`config.mk`:
```
export PLATFORM = sky130hd
export DESIGN_NAME = hs_link_top
export DESIGN_NICKNAME = d
export VERILOG_FILES = /design/src/rtl/hs_link_pkg.sv /design/src/rtl/hs_sync.sv /design/src/rtl/hs_initiator.sv /design/src/rtl/hs_responder.sv /design/src/rtl/hs_link_top.sv
export SDC_FILE = /design/constraint.sdc
export NUM_CORES = 1
export LEC_CHECK = 0
export BUFFER_PORTS_ARGS = -buffer_cell sky130_fd_sc_hd__buf_2
export CORE_ASPECT_RATIO = 1.75
export CORE_MARGIN = 2
export CORE_UTILIZATION = 45
export DETAILED_ROUTE_END_ITERATION = 10
export PLACE_DENSITY = 0.72
export SETUP_SLACK_MARGIN = 0.5
export SLEW_MARGIN = 10
export SYNTH_ARGS = -nofsm -noshare
export SYNTH_HDL_FRONTEND = slang
export SYNTH_SLANG_ARGS = --single-unit
```
`constraint.sdc`:
```
create_clock -name clk -period 3 [get_ports clk]
set_clock_uncertainty 0.2 [all_clocks]
set_input_delay 0.15 -clock clk [delete_from_list [all_inputs] [get_ports clk]]
set_output_delay 0.15 -clock clk [all_outputs]
set_load 0.01 [all_outputs]
```
`src/rtl/hs_link_pkg.sv`:
```
package hs_link_pkg;
   typedef enum logic [1:0] {
      M_IDLE   = 2'd0,
      M_SETTLE = 2'd1,
      M_REQ    = 2'd2,
      M_REL    = 2'd3
   } init_state_t;

   typedef enum logic [1:0] {
      S_IDLE    = 2'd0,
      S_PRESENT = 2'd1,
      S_HOLD    = 2'd2
   } resp_state_t;
endpackage

```
`src/rtl/hs_sync.sv`:
```
module hs_sync #(
   parameter int STAGES = 2
) (
   input  logic clk,
   input  logic rst_n,
   input  logic d,
   output logic q
);
   generate
      if (STAGES < 2) begin : g_bad
         $error("hs_sync: STAGES must be at least 2");
      end
   endgenerate

   logic [STAGES-1:0] chain;

   always_ff @(posedge clk or negedge rst_n) begin
      if (!rst_n) chain <= '0;
      else        chain <= {chain[STAGES-2:0], d};
   end

   assign q = chain[STAGES-1];
endmodule

```
`src/rtl/hs_initiator.sv`:
```
module hs_initiator
   import hs_link_pkg::*;
#(
   parameter int AW         = 8,
   parameter int DW         = 16,
   parameter int DECODE_CYC = 2,
   parameter int TIMEOUT    = 64
) (
   input  logic          clk,
   input  logic          rst_n,
   input  logic          start,
   input  logic          wr,
   input  logic [AW-1:0] addr,
   input  logic [DW-1:0] wdata,
   output logic          busy,
   output logic          done,
   output logic          err,
   output logic [DW-1:0] rdata,
   output logic          bus_valid,
   output logic          bus_wr,
   output logic [AW-1:0] bus_addr,
   output logic [DW-1:0] bus_wdata,
   output logic          bus_req,
   input  logic          ack_s,
   input  logic [DW-1:0] bus_rdata
);
   localparam int MAXC = (TIMEOUT > DECODE_CYC) ? TIMEOUT : DECODE_CYC;
   localparam int CW   = $clog2(MAXC + 1);

   generate
      if (DECODE_CYC < 1) begin : g_bad_dec
         $error("hs_initiator: DECODE_CYC must be at least 1");
      end
      if (TIMEOUT < 2) begin : g_bad_to
         $error("hs_initiator: TIMEOUT must be at least 2");
      end
   endgenerate

   init_state_t      st;
   logic [CW-1:0]    cnt;
   logic             err_pend;

   always_ff @(posedge clk or negedge rst_n) begin
      if (!rst_n) begin
         st        <= M_IDLE;
         cnt       <= '0;
         err_pend  <= 1'b0;
         done      <= 1'b0;
         err       <= 1'b0;
         rdata     <= '0;
         bus_valid <= 1'b0;
         bus_wr    <= 1'b0;
         bus_addr  <= '0;
         bus_wdata <= '0;
         bus_req   <= 1'b0;
      end else begin
         unique case (st)
            M_IDLE: begin
               done <= 1'b0;
               err  <= 1'b0;
               if (start) begin
                  bus_valid <= 1'b1;
                  bus_wr    <= wr;
                  bus_addr  <= addr;
                  bus_wdata <= wdata;
                  err_pend  <= 1'b0;
                  cnt       <= CW'(DECODE_CYC);
                  st        <= M_SETTLE;
               end
            end
            M_SETTLE: begin
               if (cnt == CW'(1)) begin
                  bus_req <= 1'b1;
                  cnt     <= '0;
                  st      <= M_REQ;
               end else begin
                  cnt <= cnt - CW'(1);
               end
            end
            M_REQ: begin
               if (ack_s) begin
                  bus_req <= 1'b0;
                  if (!bus_wr) rdata <= bus_rdata;
                  st <= M_REL;
               end else if (cnt == CW'(TIMEOUT - 1)) begin
                  bus_req  <= 1'b0;
                  err_pend <= 1'b1;
                  st       <= M_REL;
               end else begin
                  cnt <= cnt + CW'(1);
               end
            end
            M_REL: begin
               if (!ack_s) begin
                  done      <= 1'b1;
                  err       <= err_pend;
                  bus_valid <= 1'b0;
                  st        <= M_IDLE;
               end
            end
            default: st <= M_IDLE;
         endcase
      end
   end

   assign busy = (st != M_IDLE);

   AST_CMD_STABLE: assert property (@(posedge clk) disable iff (!rst_n)
      (bus_valid && $past(bus_valid)) |-> ($stable(bus_addr) && $stable(bus_wr) && $stable(bus_wdata)));
   AST_REQ_AFTER_VALID: assert property (@(posedge clk) disable iff (!rst_n)
      $rose(bus_req) |-> $past(bus_valid));
   AST_DONE_PULSE: assert property (@(posedge clk) disable iff (!rst_n)
      done |=> !done);
   AST_REQ_DROP_CAUSE: assert property (@(posedge clk) disable iff (!rst_n)
      $fell(bus_req) |-> ($past(ack_s) || err_pend));
endmodule

```
`src/rtl/hs_responder.sv`:
```
module hs_responder
   import hs_link_pkg::*;
#(
   parameter int AW    = 8,
   parameter int DW    = 16,
   parameter int BASE  = 64,
   parameter int WORDS = 8
) (
   input  logic          clk,
   input  logic          rst_n,
   input  logic          req_s,
   input  logic          bus_wr,
   input  logic [AW-1:0] bus_addr,
   input  logic [DW-1:0] bus_wdata,
   output logic [DW-1:0] bus_rdata,
   output logic          bus_ack
);
   localparam int IW = (WORDS > 1) ? $clog2(WORDS) : 1;
   localparam logic [AW:0] LO = (AW+1)'(BASE);
   localparam logic [AW:0] HI = (AW+1)'(BASE + WORDS);

   generate
      if (BASE + WORDS > (1 << AW)) begin : g_bad_win
         $error("hs_responder: window exceeds address space");
      end
      if (WORDS < 1) begin : g_bad_words
         $error("hs_responder: WORDS must be at least 1");
      end
   endgenerate

   resp_state_t   st;
   logic [DW-1:0] store [WORDS];
   logic          hit;
   logic [IW-1:0] idx;

   assign hit = ({1'b0, bus_addr} >= LO) && ({1'b0, bus_addr} < HI);
   assign idx = IW'(bus_addr - AW'(BASE));

   always_ff @(posedge clk or negedge rst_n) begin
      if (!rst_n) begin
         st        <= S_IDLE;
         bus_ack   <= 1'b0;
         bus_rdata <= '0;
         for (int i = 0; i < WORDS; i++) store[i] <= '0;
      end else begin
         unique case (st)
            S_IDLE: begin
               if (req_s && hit) begin
                  if (bus_wr) begin
                     store[idx] <= bus_wdata;
                     bus_ack    <= 1'b1;
                     st         <= S_HOLD;
                  end else begin
                     bus_rdata <= store[idx];
                     st        <= S_PRESENT;
                  end
               end
            end
            S_PRESENT: begin
               bus_ack <= 1'b1;
               st      <= S_HOLD;
            end
            S_HOLD: begin
               if (!req_s) begin
                  bus_ack <= 1'b0;
                  st      <= S_IDLE;
               end
            end
            default: st <= S_IDLE;
         endcase
      end
   end

   AST_ACK_NEEDS_HIT: assert property (@(posedge clk) disable iff (!rst_n)
      $rose(bus_ack) |-> hit);
   AST_READ_DATA_FIRST: assert property (@(posedge clk) disable iff (!rst_n)
      ($rose(bus_ack) && !bus_wr) |-> $stable(bus_rdata));
   AST_ACK_HELD: assert property (@(posedge clk) disable iff (!rst_n)
      (bus_ack && req_s) |=> bus_ack);
endmodule

```
`src/rtl/hs_link_top.sv`:
```
module hs_link_top #(
   parameter int AW          = 8,
   parameter int DW          = 16,
   parameter int DECODE_CYC  = 2,
   parameter int TIMEOUT     = 64,
   parameter int BASE        = 64,
   parameter int WORDS       = 8,
   parameter int SYNC_STAGES = 2
) (
   input  logic          clk,
   input  logic          rst_n,
   input  logic          start,
   input  logic          wr,
   input  logic [AW-1:0] addr,
   input  logic [DW-1:0] wdata,
   output logic          busy,
   output logic          done,
   output logic          err,
   output logic [DW-1:0] rdata,
   output logic          bus_valid,
   output logic          bus_req,
   output logic          bus_ack
);
   logic          bus_wr;
   logic [AW-1:0] bus_addr;
   logic [DW-1:0] bus_wdata;
   logic [DW-1:0] bus_rdata;
   logic          req_s;
   logic          ack_s;

   hs_initiator #(
      .AW(AW), .DW(DW), .DECODE_CYC(DECODE_CYC), .TIMEOUT(TIMEOUT)
   ) u_init (
      .clk(clk), .rst_n(rst_n), .start(start), .wr(wr), .addr(addr), .wdata(wdata),
      .busy(busy), .done(done), .err(err), .rdata(rdata),
      .bus_valid(bus_valid), .bus_wr(bus_wr), .bus_addr(bus_addr), .bus_wdata(bus_wdata),
      .bus_req(bus_req), .ack_s(ack_s), .bus_rdata(bus_rdata)
   );

   hs_sync #(.STAGES(SYNC_STAGES)) u_req_sync (
      .clk(clk), .rst_n(rst_n), .d(bus_req), .q(req_s)
   );

   hs_sync #(.STAGES(SYNC_STAGES)) u_ack_sync (
      .clk(clk), .rst_n(rst_n), .d(bus_ack), .q(ack_s)
   );

   hs_responder #(
      .AW(AW), .DW(DW), .BASE(BASE), .WORDS(WORDS)
   ) u_resp (
      .clk(clk), .rst_n(rst_n), .req_s(req_s), .bus_wr(bus_wr), .bus_addr(bus_addr),
      .bus_wdata(bus_wdata), .bus_rdata(bus_rdata), .bus_ack(bus_ack)
   );

   AST_ACK_WITH_REQ: assert property (@(posedge clk) disable iff (!rst_n)
      $rose(bus_ack) |-> bus_req);
   AST_ACK_FALL_AFTER_REQ: assert property (@(posedge clk) disable iff (!rst_n)
      $fell(bus_ack) |-> !bus_req);
   AST_NEW_CMD_ACK_LOW: assert property (@(posedge clk) disable iff (!rst_n)
      $rose(bus_valid) |-> !bus_ack);
   AST_REQ_NEEDS_VALID: assert property (@(posedge clk) disable iff (!rst_n)
      bus_req |-> bus_valid);
endmodule

```
==> results of run 1 <==
cell usage after synthesis (all sizes together) (6+ instances only):
cell    instances
clkbuf         15
ha              8
dfrtp         206
nor2           33
mux2          174
nand2          12
inv            15
a221oi          6
a21oi          26
nand3          10
buf            19
mux4           24
mux2i          17
o21ai          11
flip-flops by register name, summed over array words and instances (netlist names):
| signal | count |
|---|---|
| u_resp.store | 128 |
| u_resp.bus_rdata | 16 |
| u_init.bus_wr | 1 |
| u_resp.bus_ack | 1 |
| u_init.st | 2 |
| u_init.bus_req | 1 |
| u_init.cnt | 7 |
| u_init.err | 1 |
| u_init.bus_addr | 8 |
| u_init.done | 1 |
| u_init.rdata | 16 |
| u_resp.st | 2 |
| u_req_sync.chain | 2 |
| u_init.err_pend | 1 |
| u_init.bus_valid | 1 |
| u_init.bus_wdata | 16 |
| u_ack_sync.chain | 2 |
power groups by stage:
stage	combinational, W	sequential (W)	clock [W]
2_1_floorplan	0.00227	0.00419	0
3_3_place_gp	0.00277	0.00444	0
3_5_place_dp	0.00290	0.00453	0
4_1_cts	0.00299	0.00449	0.00252
5_1_grt	0.00340	0.00466	0.00263
6_report	0.00312	0.00453	0.00247
worst max-delay path: cells and delay by family (launching register included):
family / cells / cell delay (ns)
simple gates: 4 / 1.33
buf+inv: 1 / 0.19
flops: 1 / 0.39
mux: 1 / 0.35
how the worst min path moves through the flow:
stage               depth (start not counted)                        endpoint
floorplan                                   0   u_ack_sync.chain[0]$_DFF_PN0_
global placement                            1       u_init.cnt[2]$_DFFE_PN0P_
detailed placement                          1   u_ack_sync.chain[1]$_DFF_PN0_
CTS                                         2        u_resp.st[1]$_DFFE_PN0P_
global route                                2        u_resp.st[1]$_DFFE_PN0P_
finish                                      2  u_init.bus_addr[7]$_DFFE_PN0P_
routing by layer:
metal / GRT usage, % / vias to the layer above / wire length (um)
met2: 34.22 / 144 / 10870
li1: - / 2495 / -
met3: 2.167 / 44 / 857
met1: 21.83 / 2896 / 8068
met5: 0 / - / 0
met4: 7.028 / 0 / 681
through the flow:
stage               hold slack (ns)  instances  util [%]
floorplan                   -0.3456        632         -
global placement           0.002359        917     48.63
detailed placement          0.02132        917     48.63
CTS                         0.07743        980     53.39
global route                 0.1056        984     54.95
finish                      0.03108        984     54.95
final cells by class:
| class | count | share of cell area (%) |
|---|---|---|
| clock buffers | 27 | 5.026 |
| inverters | 15 | 0.5094 |
| well taps | 248 | 2.807 |
| clock inverters | 5 | 0.7132 |
| multi-input cells | 378 | 36.11 |
| repair buffers | 105 | 8.196 |
| flip-flops and latches | 206 | 46.64 |
repair_timing:
item	in CTS	in global routing
hold endpoints to repair	101	0
cloned	1	3
pin swaps	1	2
hold buffers	27	0
gates resized for setup	5	61
setup endpoints to repair	125	127
buffers inserted	3	1
cell families (layout without fill, tap and decap cells):
group	after synthesis	in the layout	synth area share, %
flip-flops	206	206	56.40
buffers and inverters	49	152	2.587
multiplexers	215	215	29.62
adder cells (fa/ha/maj)	8	8	1.095
AND/OR/NAND/NOR	81	82	4.928
XOR/XNOR	4	4	0.3834
AO/OA/AOI/OAI	69	69	4.983
==> results.sh, run 1 <==
export IMPL_cts_tree="done"
export IMPL_hold_viol_final=0
export IMPL_post_route_cell_area_um2=11050
export IMPL_drive_above_1_share_pct=43.48
export IMPL_layout_filler_cells=1574
export IMPL_synth_top_cells_by_area="sky130_fd_sc_hd__dfrtp_1, sky130_fd_sc_hd__mux2_2, sky130_fd_sc_hd__mux4_2"
export IMPL_tritoncts_num_sinks=206
export IMPL_detailedPlace_worstSlack_ns=0.3507
export IMPL_maxCapViolations=0
export IMPL_most_used_cells_in_the_layout_excluding_fill_and_tap_cells="sky130_fd_sc_hd__dfrtp_1, sky130_fd_sc_hd__mux2_2, sky130_fd_sc_hd__mux2_4, sky130_fd_sc_hd__buf_2"
export IMPL_start_util_pct=45.44
export IMPL_layout_cells_most_common="sky130_fd_sc_hd__dfrtp_1"
export IMPL_seqPwrFrac_pct=44.8
export IMPL_total_leakage_power_nw=5.232
export IMPL_design_die_area_um2=21510
export IMPL_synth_cell_area_um2=9140
export IMPL_cts_made_buffers=18
export IMPL_rr_worst_depth=6
export IMPL_drt_drc_violations_left=0
export IMPL_synth_fp_nets=668
export IMPL_post_route_worst_setup_slack_ns=0.4261
export IMPL_clockBufferDepth=3
export IMPL_synth_area_leader_cell="sky130_fd_sc_hd__dfrtp_1"
export IMPL_netlist_cell_type_count=50
export IMPL_clkSlewWorstSetupHoldPaths_ns=0.07
export IMPL_slew_violations=0
export IMPL_crit_slowest_cell="sky130_fd_sc_hd__or4b_4"
export IMPL_worstReg2RegStart="u_init.bus_addr[5]$_DFFE_PN0P_"
export IMPL_drtAntennaViolNets=0
export IMPL_detailedPlacementHpwl_um=13040
export IMPL_worstSetupEndpointType="flop"
export IMPL_horizontal_die_dimension_um=111.7
export IMPL_rsz0062_at_grt="true"
export IMPL_yosys_warnings=0
export IMPL_timing_critical_path_cells="nor4b_2 > nand3b_1 > or4b_4 > nor2_4 > buf_12 > mux2_2"
export IMPL_std_cell_rows=69
export IMPL_grtUsageTotal_pct=18.46
export IMPL_critical_path_max_fanout=8
export IMPL_first_global_vias=6051
export IMPL_timing_reg2reg_setup_slack_ns=0.43
export IMPL_pin_count=50
export IMPL_comb_power_share_pct=30.8
export IMPL_worst_skew_pair_late_latency_ns=0.49
export IMPL_drt_pre_antenna_iters=4
export IMPL_slew_at_the_pin_closest_to_its_max_slew_limit_ns=0.8366
export IMPL_buffer_ports_inserted=49
export IMPL_drt_total_wl_um=20480
export IMPL_power_per_cell_area_nw_per_um2=915.3
export IMPL_power_net_switching_w=0.003323
export IMPL_worst_setup_path_startpoint="u_init.bus_addr[5]$_DFFE_PN0P_"
export IMPL_postSynthCellCount=632
export IMPL_setup_worst_path_end="u_resp.store[27]$_DFFE_PN0P_"
export IMPL_achievable_frequency_ghz=0.3885
export IMPL_async_flop_share_pct=100.0
export IMPL_fp_coreArea_um2=20120
export IMPL_pwr_share_clk_pct=24.4
export IMPL_grt_start_max_net_pins=79
export IMPL_cp_required_ns=3.17
export IMPL_slew_headroom_pct=44.02
export IMPL_post_route_min_period_ns=2.574
export IMPL_synth_sequential_area_ratio_pct=56.40
export IMPL_syn_area_per_cell_um2=14.46
export IMPL_run_status="finished, final reports clean"
export IMPL_violation_count_after_the_first_detailed_routing_iteration=343
export IMPL_antenna_found_initial=0
export IMPL_start_kind="flop"
export IMPL_worst_ep_arrival_time_ns=2.74
export IMPL_multi_input_area_um2=3991
export IMPL_critical_path_max_stage_delay_ns=0.62
export IMPL_synth_top_area_share_pct=56.40
export IMPL_cellInternalPower_w=0.006794
export IMPL_worstHoldPathType="in2async"
export IMPL_gp_congestion=0.8232
export IMPL_dpl_instance_area_um2=9783
export IMPL_area_growth_synth_to_final_pct=20.93
export IMPL_fin_tns_setup_ns=0
export IMPL_category_of_the_most_critical_setup_path="reg2reg"
export IMPL_avgViaCountPerCell=5.670
export IMPL_synth_edff_count=0
export IMPL_globalRouteOverflowTotal=0
export IMPL_h_tree_depth=1
export IMPL_floorplan_die_height_um=192.5
export IMPL_root_buffer="sky130_fd_sc_hd__clkbuf_16"
export IMPL_power_share_switching_pct=32.84
export IMPL_antenna_cells=0
export IMPL_num_nets_final=760
export IMPL_seq_area_um2=5155
export IMPL_finalSetupViolations=0
export IMPL_ir_drop_uv=589.1
export IMPL_global_route_wire_length_before_repair_um=31920
export IMPL_critical_path_reg2reg_endpoint="u_resp.store[27]$_DFFE_PN0P_"
export IMPL_ys_flop_type="sky130_fd_sc_hd__dfrtp_1"
export IMPL_ys_ff_latch=206
export IMPL_post_layout_total_power_w=0.01012
export IMPL_fraction_of_the_cycle_the_final_worst_path_needs_pct=85.80
export IMPL_route_vias_total=5579
export IMPL_wl_per_cell_um=20.81
Note: power is estimated with default switching activity, not from simulation.
==> inputs of run 2 (changes only) <==
- CORE_ASPECT_RATIO: 1.75 -> not set
==> results.sh, run 2 (synthesis gave the netlist of run 1 again) <==
export IMPL_run_status="finished, final reports clean"
export IMPL_wl_per_cell_um=19.85
export IMPL_detailedPlacementHpwl_um=11850
export IMPL_most_used_cells_in_the_layout_excluding_fill_and_tap_cells="sky130_fd_sc_hd__dfrtp_1, sky130_fd_sc_hd__mux2_2, sky130_fd_sc_hd__mux2_4, sky130_fd_sc_hd__buf_2"
export IMPL_antenna_cells=0
export IMPL_slew_headroom_pct=51.59
export IMPL_grt_start_max_net_pins=91
export IMPL_pin_count=50
export IMPL_layout_cells_most_common="sky130_fd_sc_hd__dfrtp_1"
export IMPL_detail_route_wirelength_met1_um=8893
export IMPL_category_of_the_most_critical_setup_path="reg2reg"
export IMPL_horizontal_die_dimension_um=146.5
export IMPL_cts_made_buffers=23
export IMPL_drt_drc_violations_left=0
export IMPL_max_flop_register="u_resp.store"
export IMPL_design_die_area_um2=21470
export IMPL_achievable_frequency_ghz=0.4015
export IMPL_post_route_min_period_ns=2.491
export IMPL_gp_congestion=0.7911
export IMPL_clkSlewWorstSetupHoldPaths_ns=0.06
export IMPL_start_util_pct=45.46
export IMPL_fin_tns_setup_ns=0
export IMPL_route_vias_total=5568
export IMPL_clockBufferDepth=3
export IMPL_rsz0062_at_grt="true"
export IMPL_maxUsedRoutingLayer="met4"
export IMPL_maxCapViolations=0
export IMPL_timing_reg2reg_setup_slack_ns=0.51
export IMPL_violation_count_after_the_first_detailed_routing_iteration=292
export IMPL_critical_path_max_fanout=16
export IMPL_ir_drop_uv=483.0
export IMPL_area_growth_synth_to_final_pct=22.04
export IMPL_cp_required_ns=3.17
export IMPL_floorplan_die_height_um=146.5
export IMPL_total_leakage_power_nw=5.259
export IMPL_globalRouteOverflowTotal=0
export IMPL_worstHoldPathType="in2async"
export IMPL_hold_viol_final=0
export IMPL_critical_path_reg2reg_endpoint="u_resp.store[76]$_DFFE_PN0P_"
export IMPL_met3_routed_wl_um=884
export IMPL_antenna_found_initial=0
export IMPL_finalSetupViolations=0
export IMPL_start_kind="flop"
export IMPL_drtAntennaViolNets=0
export IMPL_drt_pre_antenna_iters=4
export IMPL_tritoncts_num_sinks=206
export IMPL_worst_ep_arrival_time_ns=2.66
export IMPL_power_per_cell_area_nw_per_um2=939.0
export IMPL_fraction_of_the_cycle_the_final_worst_path_needs_pct=83.02
export IMPL_slew_violations=0
export IMPL_worstSetupEndpointType="flop"
export IMPL_worstReg2RegStart="u_init.bus_addr[5]$_DFFE_PN0P_"
export IMPL_global_route_wire_length_before_repair_um=30960
export IMPL_slew_at_the_pin_closest_to_its_max_slew_limit_ns=0.7261
export IMPL_h_tree_depth=1
export IMPL_num_nets_final=760
export IMPL_drt_total_wl_um=20030
export IMPL_cts_tree="done"
export IMPL_worst_skew_pair_late_latency_ns=0.51
export IMPL_std_cell_rows=52
export IMPL_largest_register_ffs=128
export IMPL_post_layout_total_power_w=0.01047
export IMPL_root_buffer="sky130_fd_sc_hd__clkbuf_16"
export IMPL_met2_wirelength_um=9920
export IMPL_first_global_vias=5913
export IMPL_fp_coreArea_um2=20100
export IMPL_buffer_ports_inserted=49
export IMPL_fin_hold_ws_ns=0.07936
export IMPL_rr_worst_depth=7
export IMPL_drive_above_1_share_pct=43.57
export IMPL_grtUsageTotal_pct=17.93
export IMPL_avgViaCountPerCell=5.518
==> run 2: cell types whose count changed in the layout (fill, tap and decap cells not counted), sizes merged <==
cell      previous run  this run
clkinvlp             0         1
clkbuf              31        40
buf                 74        70
nand2b               6         5
clkinv               2         0
==> run 2: power by group <==
group          internal (W)  leakage [nW]  total [W]  switching (W)
sequential          0.00368          2.75    0.00454       0.000860
clock               0.00178         0.380    0.00286        0.00108
combinational       0.00164          2.13    0.00308        0.00144
==> run 2: metal layers <==
metal	vias to the layer above	GRT usage, %
li1	2498	-
met1	2926	24.55
met2	123	30.26
met3	21	2.531
met4	0	4.903
met5	-	0
==> run 2: worst max-delay path by stage <==
stage / slack [ns] / cells after the start / startpoint / to
final: 0.51 / 7 / u_init.bus_addr[5]$_DFFE_PN0P_ / u_resp.store[76]$_DFFE_PN0P_
after global routing: 0.40 / 7 / u_init.bus_addr[5]$_DFFE_PN0P_ / u_resp.store[74]$_DFFE_PN0P_
after CTS: 0.46 / 6 / u_init.bus_addr[5]$_DFFE_PN0P_ / u_resp.store[120]$_DFFE_PN0P_
after detailed placement: 0.32 / 6 / u_init.bus_addr[5]$_DFFE_PN0P_ / u_resp.store[120]$_DFFE_PN0P_
after global placement: 0.40 / 6 / u_init.bus_addr[5]$_DFFE_PN0P_ / u_resp.store[120]$_DFFE_PN0P_
after floorplan: 0.51 / 7 / u_init.bus_addr[5]$_DFFE_PN0P_ / u_resp.store[117]$_DFFE_PN0P_
==> run 2: per-stage QoR <==
step           util (%)  cells  cell area (um2)  setup WS, ns
3_3_place_gp      48.77    935             9806        0.4028
3_5_place_dp      48.77    935             9806        0.3222
4_1_cts           54.15   1005            10890        0.4640
5_1_grt           55.48   1009            11150        0.3957
6_report          55.48   1009            11150        0.5093
2_1_floorplan         -    632             9140        0.5085
==> run 2: critical path, stage by stage (launching register included) <==
cell	delay, ns
sky130_fd_sc_hd__dfrtp_1	0.38
sky130_fd_sc_hd__nor4b_2	0.28
sky130_fd_sc_hd__nand3b_1	0.15
sky130_fd_sc_hd__buf_4	0.17
sky130_fd_sc_hd__or4_4	0.48
sky130_fd_sc_hd__nor2_2	0.16
sky130_fd_sc_hd__buf_12	0.19
sky130_fd_sc_hd__mux2_2	0.35
==> run 2: area by class of cell <==
cell class,instances,area (um2)
multi-input combinational,377,3946
timing repair buffer,101,877.1
tap,270,337.8
clock buffer,36,704.4
clock inverter,4,76.32
fill,1550,8950
inverter,15,56.30
sequential,206,5156
==> run 2: timing repair <==
item,4_1_cts,5_1_grt
gates cloned,0,3
setup buffers,3,1
endpoints found under the setup margin,129,132
resized for setup,2,50
pin swaps,3,6
hold endpoints to repair,114,0
hold buffers,27,0
==> inputs of run 3 (changes only) <==
- clock period: 3 -> 2.3 ns (I/O delays scaled with it)
==> results.sh, run 3 (synthesis gave the netlist of run 1 again) <==
export IMPL_slew_violations=0
export IMPL_hold_viol_final=0
export IMPL_buffer_ports_inserted=49
export IMPL_num_nets_final=817
export IMPL_violation_count_after_the_first_detailed_routing_iteration=445
export IMPL_horizontal_die_dimension_um=146.5
export IMPL_final_util_pct=62.01
export IMPL_instances_no_fill=1065
export IMPL_wl_per_cell_um=22.02
export IMPL_critical_path_max_fanout=6
export IMPL_finalSetupViolations=128
export IMPL_antenna_cells=0
export IMPL_root_buffer="sky130_fd_sc_hd__clkbuf_16"
export IMPL_achievable_frequency_ghz=0.3817
export IMPL_worst_setup_path_startpoint="u_init.bus_addr[7]$_DFFE_PN0P_"
export IMPL_critical_path_reg2reg_endpoint="u_resp.store[53]$_DFFE_PN0P_"
export IMPL_ir_drop_uv=839.9
export IMPL_drive_above_1_share_pct=54.97
export IMPL_slew_headroom_pct=59.13
export IMPL_cts_made_buffers=22
export IMPL_grtUsageTotal_pct=21.36
export IMPL_dpl_cell_count=954
export IMPL_h_tree_depth=1
export IMPL_std_cell_rows=52
export IMPL_global_route_wire_length_before_repair_um=36770
export IMPL_fp_coreArea_um2=20100
export IMPL_clockBufferDepth=3
export IMPL_drt_pre_antenna_iters=5
export IMPL_design_die_area_um2=21470
export IMPL_dpl_instance_area_um2=10420
export IMPL_layout_cells_most_common="sky130_fd_sc_hd__dfrtp_1"
export IMPL_cts_tree="done"
export IMPL_start_util_pct=45.46
export IMPL_fraction_of_the_cycle_the_final_worst_path_needs_pct=113.9
export IMPL_worst_skew_pair_late_latency_ns=0.50
export IMPL_tritoncts_num_sinks=206
export IMPL_route_vias_total=6104
export IMPL_rr_worst_depth=8
export IMPL_area_growth_synth_to_final_pct=36.40
export IMPL_slew_at_the_pin_closest_to_its_max_slew_limit_ns=0.6130
export IMPL_pin_count=50
export IMPL_avgViaCountPerCell=5.731
export IMPL_drtAntennaViolNets=0
export IMPL_grt_start_max_net_pins=76
export IMPL_timing_reg2reg_setup_slack_ns=-0.32
export IMPL_worstReg2RegStart="u_init.bus_addr[7]$_DFFE_PN0P_"
export IMPL_layout_filler_cells=1408
export IMPL_max_flop_register="u_resp.store"
export IMPL_failing_checks="negative setup slack"
export IMPL_most_used_cells_in_the_layout_excluding_fill_and_tap_cells="sky130_fd_sc_hd__dfrtp_1, sky130_fd_sc_hd__mux2_4, sky130_fd_sc_hd__mux2_2, sky130_fd_sc_hd__buf_2, sky130_fd_sc_hd__buf_4"
export IMPL_largest_register_ffs=128
export IMPL_category_of_the_most_critical_setup_path="reg2reg"
export IMPL_drt_drc_violations_left=0
export IMPL_worst_ep_arrival_time_ns=2.80
export IMPL_cp_required_ns=2.48
export IMPL_worstSetupEndpointType="flop"
export IMPL_run_status="finished with violations"
export IMPL_first_global_vias=6554
export IMPL_power_per_cell_area_nw_per_um2=1263
export IMPL_post_route_min_period_ns=2.620
export IMPL_antenna_found_initial=0
export IMPL_floorplan_die_height_um=146.5
export IMPL_post_route_cell_area_um2=12470
export IMPL_globalRouteOverflowTotal=0
export IMPL_worstHoldPathType="in2async"
export IMPL_drt_total_wl_um=23450
export IMPL_start_kind="flop"
export IMPL_rsz0062_at_grt="true"
export IMPL_post_route_worst_setup_slack_ns=-0.3198
export IMPL_detailedPlace_worstSlack_ns=-0.2876
export IMPL_gp_congestion=0.8524
export IMPL_clkSlewWorstSetupHoldPaths_ns=0.06
export IMPL_detailedPlacementHpwl_um=13070
export IMPL_maxCapViolations=0
export IMPL_total_leakage_power_nw=5.736
export IMPL_fin_hold_ws_ns=0.01036
-- run 3: power breakdown --
part / switching, W / internal, W
registers: 0.00121 / 0.00481
clock network: 0.00143 / 0.00235
logic: 0.00270 / 0.00324
total: 0.00535 / 0.0104
-- run 3: worst max path at each step --
| stage | slack [ns] | cells after the start | to |
|---|---|---|---|
| 2_1_floorplan | -0.18 | 7 | u_resp.store[117]$_DFFE_PN0P_ |
| 3_3_place_gp | -0.22 | 7 | u_resp.store[122]$_DFFE_PN0P_ |
| 3_5_place_dp | -0.29 | 7 | u_resp.store[117]$_DFFE_PN0P_ |
| 4_1_cts | -0.23 | 8 | u_resp.store[2]$_DFFE_PN0P_ |
| 5_1_grt | -0.46 | 8 | u_resp.store[53]$_DFFE_PN0P_ |
| 6_report | -0.32 | 8 | u_resp.store[53]$_DFFE_PN0P_ |
-- run 3: layout make-up --
type,count,area (um2),share of cell area [%]
timing repair buffer,158,1564,12.55
tap,270,337.8,2.710
clock inverter,4,95.09,0.7627
inverter,15,61.31,0.4918
sequential,206,5166,41.44
clock buffer,34,676.9,5.430
multi-input combinational,378,4566,36.62
-- run 3: through the flow --
stage | setup TNS [ns] | power [W]
after floorplan | -8.169 | 0.008872
after global placement | -18.13 | 0.009995
after detailed placement | -25.88 | 0.01027
after CTS | -24.11 | 0.01517
after global routing | -54.00 | 0.01642
final | -36.02 | 0.01575
-- run 3: what timing repair did --
action	in CTS	in global routing
hold endpoints to repair	233	0
gates cloned	5	2
pin swaps	17	10
buffers inserted	28	11
endpoints found under the setup margin	172	173
resized for setup	113	19
hold buffers	27	0
-- run 3: critical path, stage by stage (launching register included) --
cell,delay (ns)
sky130_fd_sc_hd__dfrtp_1,0.40
sky130_fd_sc_hd__nor4b_2,0.34
sky130_fd_sc_hd__nand3b_1,0.14
sky130_fd_sc_hd__or4b_1,0.52
sky130_fd_sc_hd__buf_6,0.16
sky130_fd_sc_hd__buf_12,0.12
sky130_fd_sc_hd__nor2_4,0.14
sky130_fd_sc_hd__buf_6,0.18
sky130_fd_sc_hd__mux2_4,0.30
-- run 3: layer usage --
metal	vias up	track usage [%]	routed length, um
met4	0	5.728	726
met2	203	35.66	11520
met5	-	0	0
li1	2597	-	-
met3	66	3.063	974
met1	3238	29.61	10230
